$ cat src/rtl/txpad_pkg.sv
package txpad_pkg;

  typedef enum logic {
    FN_GPIO   = 1'b0,
    FN_SERIAL = 1'b1
  } pad_fn_e;

  typedef struct packed {
    logic    active;
    pad_fn_e fn;
    logic    gdat;
    logic    gpol;
  } main_cfg_t;

  typedef struct packed {
    logic oe;
    logic dat;
  } pad_drive_t;

  // level driven by a general-purpose pin
  function automatic logic gpio_level(input logic dat, input logic pol);
    return dat ^ pol;
  endfunction

  // level of a stream gated by activation and main-domain health
  function automatic logic stream_level(input logic main_ok, input logic active,
                                        input logic stream);
    return main_ok & active & stream;
  endfunction

  // shared pad source selection
  function automatic logic shared_level(input logic main_ok, input main_cfg_t cfg,
                                        input logic stream);
    if (cfg.fn == FN_SERIAL) return stream_level(main_ok, cfg.active, stream);
    return main_ok & gpio_level(cfg.gdat, cfg.gpol);
  endfunction

endpackage

$ cat src/rtl/txpad_main_sync.sv
module txpad_main_sync #(
  parameter int STAGES = 2
) (
  input  logic clk_i,
  input  logic sby_por_n_i,
  input  logic main_pwr_ok_i,
  output logic main_ok_o
);
  localparam int MSB = STAGES - 1;

  logic             arst_n;
  logic [MSB:0]     chain_q;

  assign arst_n = sby_por_n_i & main_pwr_ok_i;

  genvar g;
  generate
    for (g = 0; g < STAGES; g++) begin : g_stage
      always_ff @(posedge clk_i or negedge arst_n) begin
        if (!arst_n) chain_q[g] <= 1'b0;
        else if (g == 0) chain_q[g] <= 1'b1;
        else chain_q[g] <= chain_q[(g == 0) ? 0 : g - 1];
      end
    end
  endgenerate

  assign main_ok_o = chain_q[MSB];

  initial begin
    assert (STAGES >= 2) else $error("STAGES must be at least 2");
  end

  // power loss is seen as main-domain reset on the following clock
  assert_main_drop_R7: assert property (@(posedge clk_i) disable iff (!sby_por_n_i)
    !main_pwr_ok_i |=> !main_ok_o);

endmodule

$ cat src/rtl/txpad_main_cfg.sv
module txpad_main_cfg
  import txpad_pkg::*;
(
  input  logic      clk_i,
  input  logic      sby_por_n_i,
  input  logic      main_ok_i,
  input  main_cfg_t cfg_i,
  output main_cfg_t cfg_o
);
  main_cfg_t cfg_q;

  always_ff @(posedge clk_i or negedge sby_por_n_i) begin
    if (!sby_por_n_i)   cfg_q <= '0;
    else if (main_ok_i) cfg_q <= cfg_i;
    else                cfg_q <= '0;
  end

  assign cfg_o = cfg_q;

  // configuration is held at reset while the main domain is down
  assert_cfg_held_R7: assert property (@(posedge clk_i) disable iff (!sby_por_n_i)
    !main_ok_i |=> (cfg_o == '0));

endmodule

$ cat src/rtl/txpad_sby_release.sv
module txpad_sby_release (
  input  logic clk_i,
  input  logic sby_por_n_i,
  input  logic main_ok_i,
  input  logic wr_en_i,
  input  logic wr_val_i,
  output logic release_o
);
  logic rel_q;
  logic wr_accept;

  assign wr_accept = wr_en_i & main_ok_i;

  always_ff @(posedge clk_i or negedge sby_por_n_i) begin
    if (!sby_por_n_i)   rel_q <= 1'b0;
    else if (wr_accept) rel_q <= wr_val_i;
  end

  assign release_o = rel_q;

  assert_write_dropped_R9: assert property (@(posedge clk_i) disable iff (!sby_por_n_i)
    !main_ok_i |=> $stable(release_o));

  assert_write_lands_R9: assert property (@(posedge clk_i) disable iff (!sby_por_n_i)
    (wr_en_i && main_ok_i) |=> (release_o == $past(wr_val_i)));

endmodule

$ cat src/rtl/txpad_pad_reg.sv
module txpad_pad_reg
  import txpad_pkg::*;
(
  input  logic       clk_i,
  input  logic       sby_por_n_i,
  input  logic       release_i,
  input  logic       level_i,
  output pad_drive_t drive_o
);
  pad_drive_t drv_q;

  always_ff @(posedge clk_i or negedge sby_por_n_i) begin
    if (!sby_por_n_i) begin
      drv_q.oe  <= 1'b1;
      drv_q.dat <= 1'b0;
    end else begin
      drv_q.oe  <= ~release_i;
      drv_q.dat <= level_i & ~release_i;
    end
  end

  assign drive_o = drv_q;

  assert_release_tristate_R5: assert property (@(posedge clk_i) disable iff (!sby_por_n_i)
    release_i |=> !drive_o.oe);

  assert_drive_back_R5: assert property (@(posedge clk_i) disable iff (!sby_por_n_i)
    !release_i |=> drive_o.oe);

endmodule

$ cat src/rtl/txpad_pwr_ctrl.sv
module txpad_pwr_ctrl
  import txpad_pkg::*;
#(
  parameter int SYNC_STAGES = 2
) (
  input  logic clk_i,
  input  logic sby_por_n_i,
  input  logic main_pwr_ok_i,
  input  logic active_i,
  input  logic sh_fn_sel_i,
  input  logic gpio_dat_i,
  input  logic gpio_pol_i,
  input  logic rel_wr_en_i,
  input  logic rel_wr_val_i,
  input  logic ir_tx_i,
  input  logic ser_tx_i,
  output logic ir_oe_o,
  output logic ir_dat_o,
  output logic sh_oe_o,
  output logic sh_dat_o
);
  logic       main_ok;
  logic       release_bit;
  main_cfg_t  cfg_in;
  main_cfg_t  cfg_q;
  logic       ir_level;
  logic       sh_level;
  pad_drive_t ir_drv;
  pad_drive_t sh_drv;

  txpad_main_sync #(.STAGES(SYNC_STAGES)) u_sync (
    .clk_i         (clk_i),
    .sby_por_n_i   (sby_por_n_i),
    .main_pwr_ok_i (main_pwr_ok_i),
    .main_ok_o     (main_ok)
  );

  assign cfg_in.active = active_i;
  assign cfg_in.fn     = pad_fn_e'(sh_fn_sel_i);
  assign cfg_in.gdat   = gpio_dat_i;
  assign cfg_in.gpol   = gpio_pol_i;

  txpad_main_cfg u_cfg (
    .clk_i       (clk_i),
    .sby_por_n_i (sby_por_n_i),
    .main_ok_i   (main_ok),
    .cfg_i       (cfg_in),
    .cfg_o       (cfg_q)
  );

  txpad_sby_release u_rel (
    .clk_i       (clk_i),
    .sby_por_n_i (sby_por_n_i),
    .main_ok_i   (main_ok),
    .wr_en_i     (rel_wr_en_i),
    .wr_val_i    (rel_wr_val_i),
    .release_o   (release_bit)
  );

  assign ir_level = stream_level(main_ok, cfg_q.active, ir_tx_i);
  assign sh_level = shared_level(main_ok, cfg_q, ser_tx_i);

  txpad_pad_reg u_ir_pad (
    .clk_i       (clk_i),
    .sby_por_n_i (sby_por_n_i),
    .release_i   (1'b0),
    .level_i     (ir_level),
    .drive_o     (ir_drv)
  );

  txpad_pad_reg u_sh_pad (
    .clk_i       (clk_i),
    .sby_por_n_i (sby_por_n_i),
    .release_i   (release_bit),
    .level_i     (sh_level),
    .drive_o     (sh_drv)
  );

  assign ir_oe_o  = ir_drv.oe;
  assign ir_dat_o = ir_drv.dat;
  assign sh_oe_o  = sh_drv.oe;
  assign sh_dat_o = sh_drv.dat;

  assert_ir_ignores_release_R8: assert property (@(posedge clk_i) disable iff (!sby_por_n_i)
    release_bit |=> ir_oe_o);

  assert_release_sticky_R6: assert property (@(posedge clk_i) disable iff (!sby_por_n_i)
    (release_bit && !rel_wr_en_i) |=> release_bit);

  assert_low_in_main_reset_R7: assert property (@(posedge clk_i) disable iff (!sby_por_n_i)
    (!main_ok && !release_bit) |=> (sh_oe_o && !sh_dat_o && !ir_dat_o));

  assert_inactive_serial_low_R3: assert property (@(posedge clk_i) disable iff (!sby_por_n_i)
    (cfg_q.fn == FN_SERIAL && !cfg_q.active) |=> !sh_dat_o);

endmodule

$ cat config.mk
export PLATFORM = sky130hd
export DESIGN_NAME = txpad_pwr_ctrl
export DESIGN_NICKNAME = d
export VERILOG_FILES = /design/src/rtl/txpad_pkg.sv /design/src/rtl/txpad_main_sync.sv /design/src/rtl/txpad_main_cfg.sv /design/src/rtl/txpad_sby_release.sv /design/src/rtl/txpad_pad_reg.sv /design/src/rtl/txpad_pwr_ctrl.sv
export SDC_FILE = /design/constraint.sdc
export NUM_CORES = 1
export LEC_CHECK = 0
export ABC_AREA = 1
export BUFFER_PORTS_ARGS = -buffer_cell sky130_fd_sc_hd__buf_2
export CAP_MARGIN = 20
export CORE_AREA = 4 4 41 43
export CTS_CLUSTER_DIAMETER = 80
export DETAILED_ROUTE_END_ITERATION = 12
export DIE_AREA = 0 0 45 47
export PLACE_DENSITY = 0.54
export SYNTH_ARGS = -nofsm -noshare
export SYNTH_HDL_FRONTEND = slang
export SYNTH_HIERARCHICAL = 1
export SYNTH_SLANG_ARGS = --single-unit
$ cat constraint.sdc
create_clock -name clk_i -period 1.8 [get_ports clk_i]
set_input_delay 0.36 -clock clk_i [delete_from_list [all_inputs] [get_ports clk_i]]
set_output_delay 0.36 -clock clk_i [all_outputs]
set_load 0.01 [all_outputs]
==> metrics.md <==
| Metric | Value |
|---|---|
| DP HPWL | 530 um |
| Core box area | 1300 um2 |
| Total wire length | 665 um |
| CP required | 1.44 ns |
| CTS Buf Count | 3 |
| DRT antenna net count | 0 |
| Worst-path clk slew | 0.06 ns |
| Aggregate negative setup slack | 0 ns |
| R2R depth | 6 |
| CP Cell Sequence | buf_2 |
| Layout cells sized above 1 | 35.9% |
| Leak | between 0.3 and 0.4 nW |
| Seq. cell area | 278 um2 |
| Die Y | between 40 and 50 um |
| First-pass DRT Iterations | 2 |
| Antenna fix cells | 0 |
| Critical Path Start Type | register |
| Wire length on met1 | 257 um |
| Count of state elements after synthesis | 11 |
| Post-CTS setup buffers | 0 |
| Gate count of the mapped netlist | 43 |
| Final period util | 69.6% |
| Row cnt | 13 |
| Layout Nets | 76 |
| Synthesized area per cell | between 9 and 10 um2 |
| RR Startpoint | u_sync/main_ok_o$_DFF_PN0_ |
| Initial antenna violation count | 0 |
| Fillcell total | roughly 150 |
| Mapped Area | 414 um2 |
| Distinct cells, synth | 9 |
| CTS H-Tree Depth | 1 |
| Worst hold path type | in -> reg |
| Layout Skew | slightly below 0.003 ns |
| Final Core Density | a little over two fifths |
| CTS tree | yes |
| RSZ-0062 raised after global routing | no |
| Total die area | 2120 um2 |
| Min Tclk post-route | 1.25 ns |
| Buffers & Inverters on Critical Path | 1 |
| DRC | 0 |
| Later-pin clock latency in the skew report | 0.26 ns |
| Crit end category | output pin |
| DR iter-0 viols | 1 |
| Die W | 45 um |
| CTS Root Cell | clkbuf_4 |
| Status | finished, final reports clean |
| I/O pins | 15 |
| Wire per inst | 8.42 um |
| Critical path's slowest cell | dfstp_2 |
| Met3 wire len | 60 um |
| Max frequency | 799 MHz |
| Most frequent cells in the layout | buf_2 (14), inv_1 (12), nand2_1 (11), dfrtp_1 (9) |
| Met2 WL | around 350 um |
| PostCTS Resize Cnt | 0 |
| Critical path's top delay family | flip-flops |
| Max cap viols | 0 |
| Placer congestion estimate | approximately 0.6 |
| Vias per std cell | 3.89 |
| First-pass GRT wire length | 1.19 mm |
| WHS Path Cells | 3 |
| Max incr delay on CP | 0.52 ns |
| Worst reg2reg setup slack | ~0.85 ns |
| Area of the multi-input gates | 95.1 um2 |
| Sequential fraction of the synthesis area | 67.1% |
| Clock Sinks | 11 |
| GRT Resource Usage Total | 8.39% |
| Initial Util | 31.8% |
| I/O Buffers | 14 |
| P per Cell Area | just under 900 nW/um2 |
| Total power | 0.480 mW |
| Syn. warnings | 6 |
| Crit-path max FO | 1 |
| Hold Crit Start | sh_fn_sel_i |
| Largest net degree at the start of global routing | 11 |
| Area Growth Syn to Fin | 33.5% |
| Setup-failing EPs final | 0 |
| Crit Path Category | reg -> out |
| Number of global-route vias before repair | 293 |
| Via Count | slightly above 300 |
| Slew Limit Fails | 0 |
| Max clock buf depth | 2 |
| Max Used Layer | met3 |
| Peak VDD IR | between 0.0004 and 0.0005 V |
| Hold Buf Count CTS | 2 |
| Worst R2R End | u_sh_pad/drive_o[0]$_DFF_PN0_ |
| Hold slack final | 0.286 ns |
| Hold violation count in the final report | 0 |
| Most common cell after layout, fill and taps aside | buf_2 |
| Total global routing overflow | 0 |
| Hold endpoint | u_cfg/cfg_o[2]$_DFF_PN0_ |
| Worst Path Arrival | 0.89 ns |
[cell usage after synthesis]
master | n | area (um2)
and3_2 | 1 | 7.51
conb_1 | 2 | 7.51
nor2_2 | 3 | 18.8
nand3_1 | 2 | 10.0
dfstp_2 | 2 | 52.6
inv_1 | 12 | 45.0
dfrtp_1 | 9 | 225
nand2_1 | 11 | 41.3
nand4_1 | 1 | 6.26
[flip-flops by register name (all words and copies together), names as in the netlist]
register          flops
u_cfg/cfg_o           4
u_sh_pad/drive_o      2
u_sync/main_ok_o      1
u_sync/chain_q        1
u_ir_pad/drive_o      2
u_rel/release_o       1
[cell type report]
| type | instances | area share, % |
|---|---|---|
| flip-flops and latches | 11 | 50.2 |
| inverters | 12 | 8.14 |
| repair buffers | 16 | 16.3 |
| multi-input cells | 21 | 17.2 |
| well taps | 15 | 3.39 |
| clock buffers | 4 | 4.75 |
[metal layers]
metal	up-vias	global-route usage, %
met1	137	9.18
met5	-	0
met3	0	6.90
met4	0	0
li1	160	-
met2	10	13.6
[tightest hold or removal path: stages]
cell	delay, ns
buf_2	0.07
nand2_1	0.04
inv_1	0.04
[where the power goes]
group / switching, mW / internal, mW / total, mW
Sequential: 0.00886 / 0.265 / 0.274
Clock: 0.0757 / 0.0856 / 0.161
Combinational: 0.0227 / 0.0216 / 0.0443
[stage by stage]
stage,setup slack (ns),instances,cell area [um2]
finish,0.548,79,553
global placement,0.831,73,507
floorplan,0.920,44,418
global route,0.500,79,553
CTS,0.532,79,553
detailed placement,0.828,73,507
[worst max path at each step]
| stage | startpoint | endpoint | cells past startpoint |
|---|---|---|---|
| 3_3_place_gp | u_ir_pad/drive_o[1]$_DFF_PN1_ | ir_oe_o | 1 |
| 2_1_floorplan | u_ir_pad/drive_o[1]$_DFF_PN1_ | ir_oe_o | 0 |
| 3_5_place_dp | u_ir_pad/drive_o[1]$_DFF_PN1_ | ir_oe_o | 1 |
| 6_report | u_ir_pad/drive_o[1]$_DFF_PN1_ | ir_oe_o | 1 |
| 4_1_cts | u_ir_pad/drive_o[1]$_DFF_PN1_ | ir_oe_o | 1 |
| 5_1_grt | u_ir_pad/drive_o[1]$_DFF_PN1_ | ir_oe_o | 1 |
[kinds of logic (layout without fill, tap and decap cells)]
kind of cell | count (synthesis) | after routing | synth area share, %
buf+inv | 12 | 32 | 10.9
flops | 11 | 11 | 67.1
other cells | 2 | 3 | 1.81
simple gates | 18 | 18 | 20.2
No activity file was read; power rests on OpenSTA's default activity.
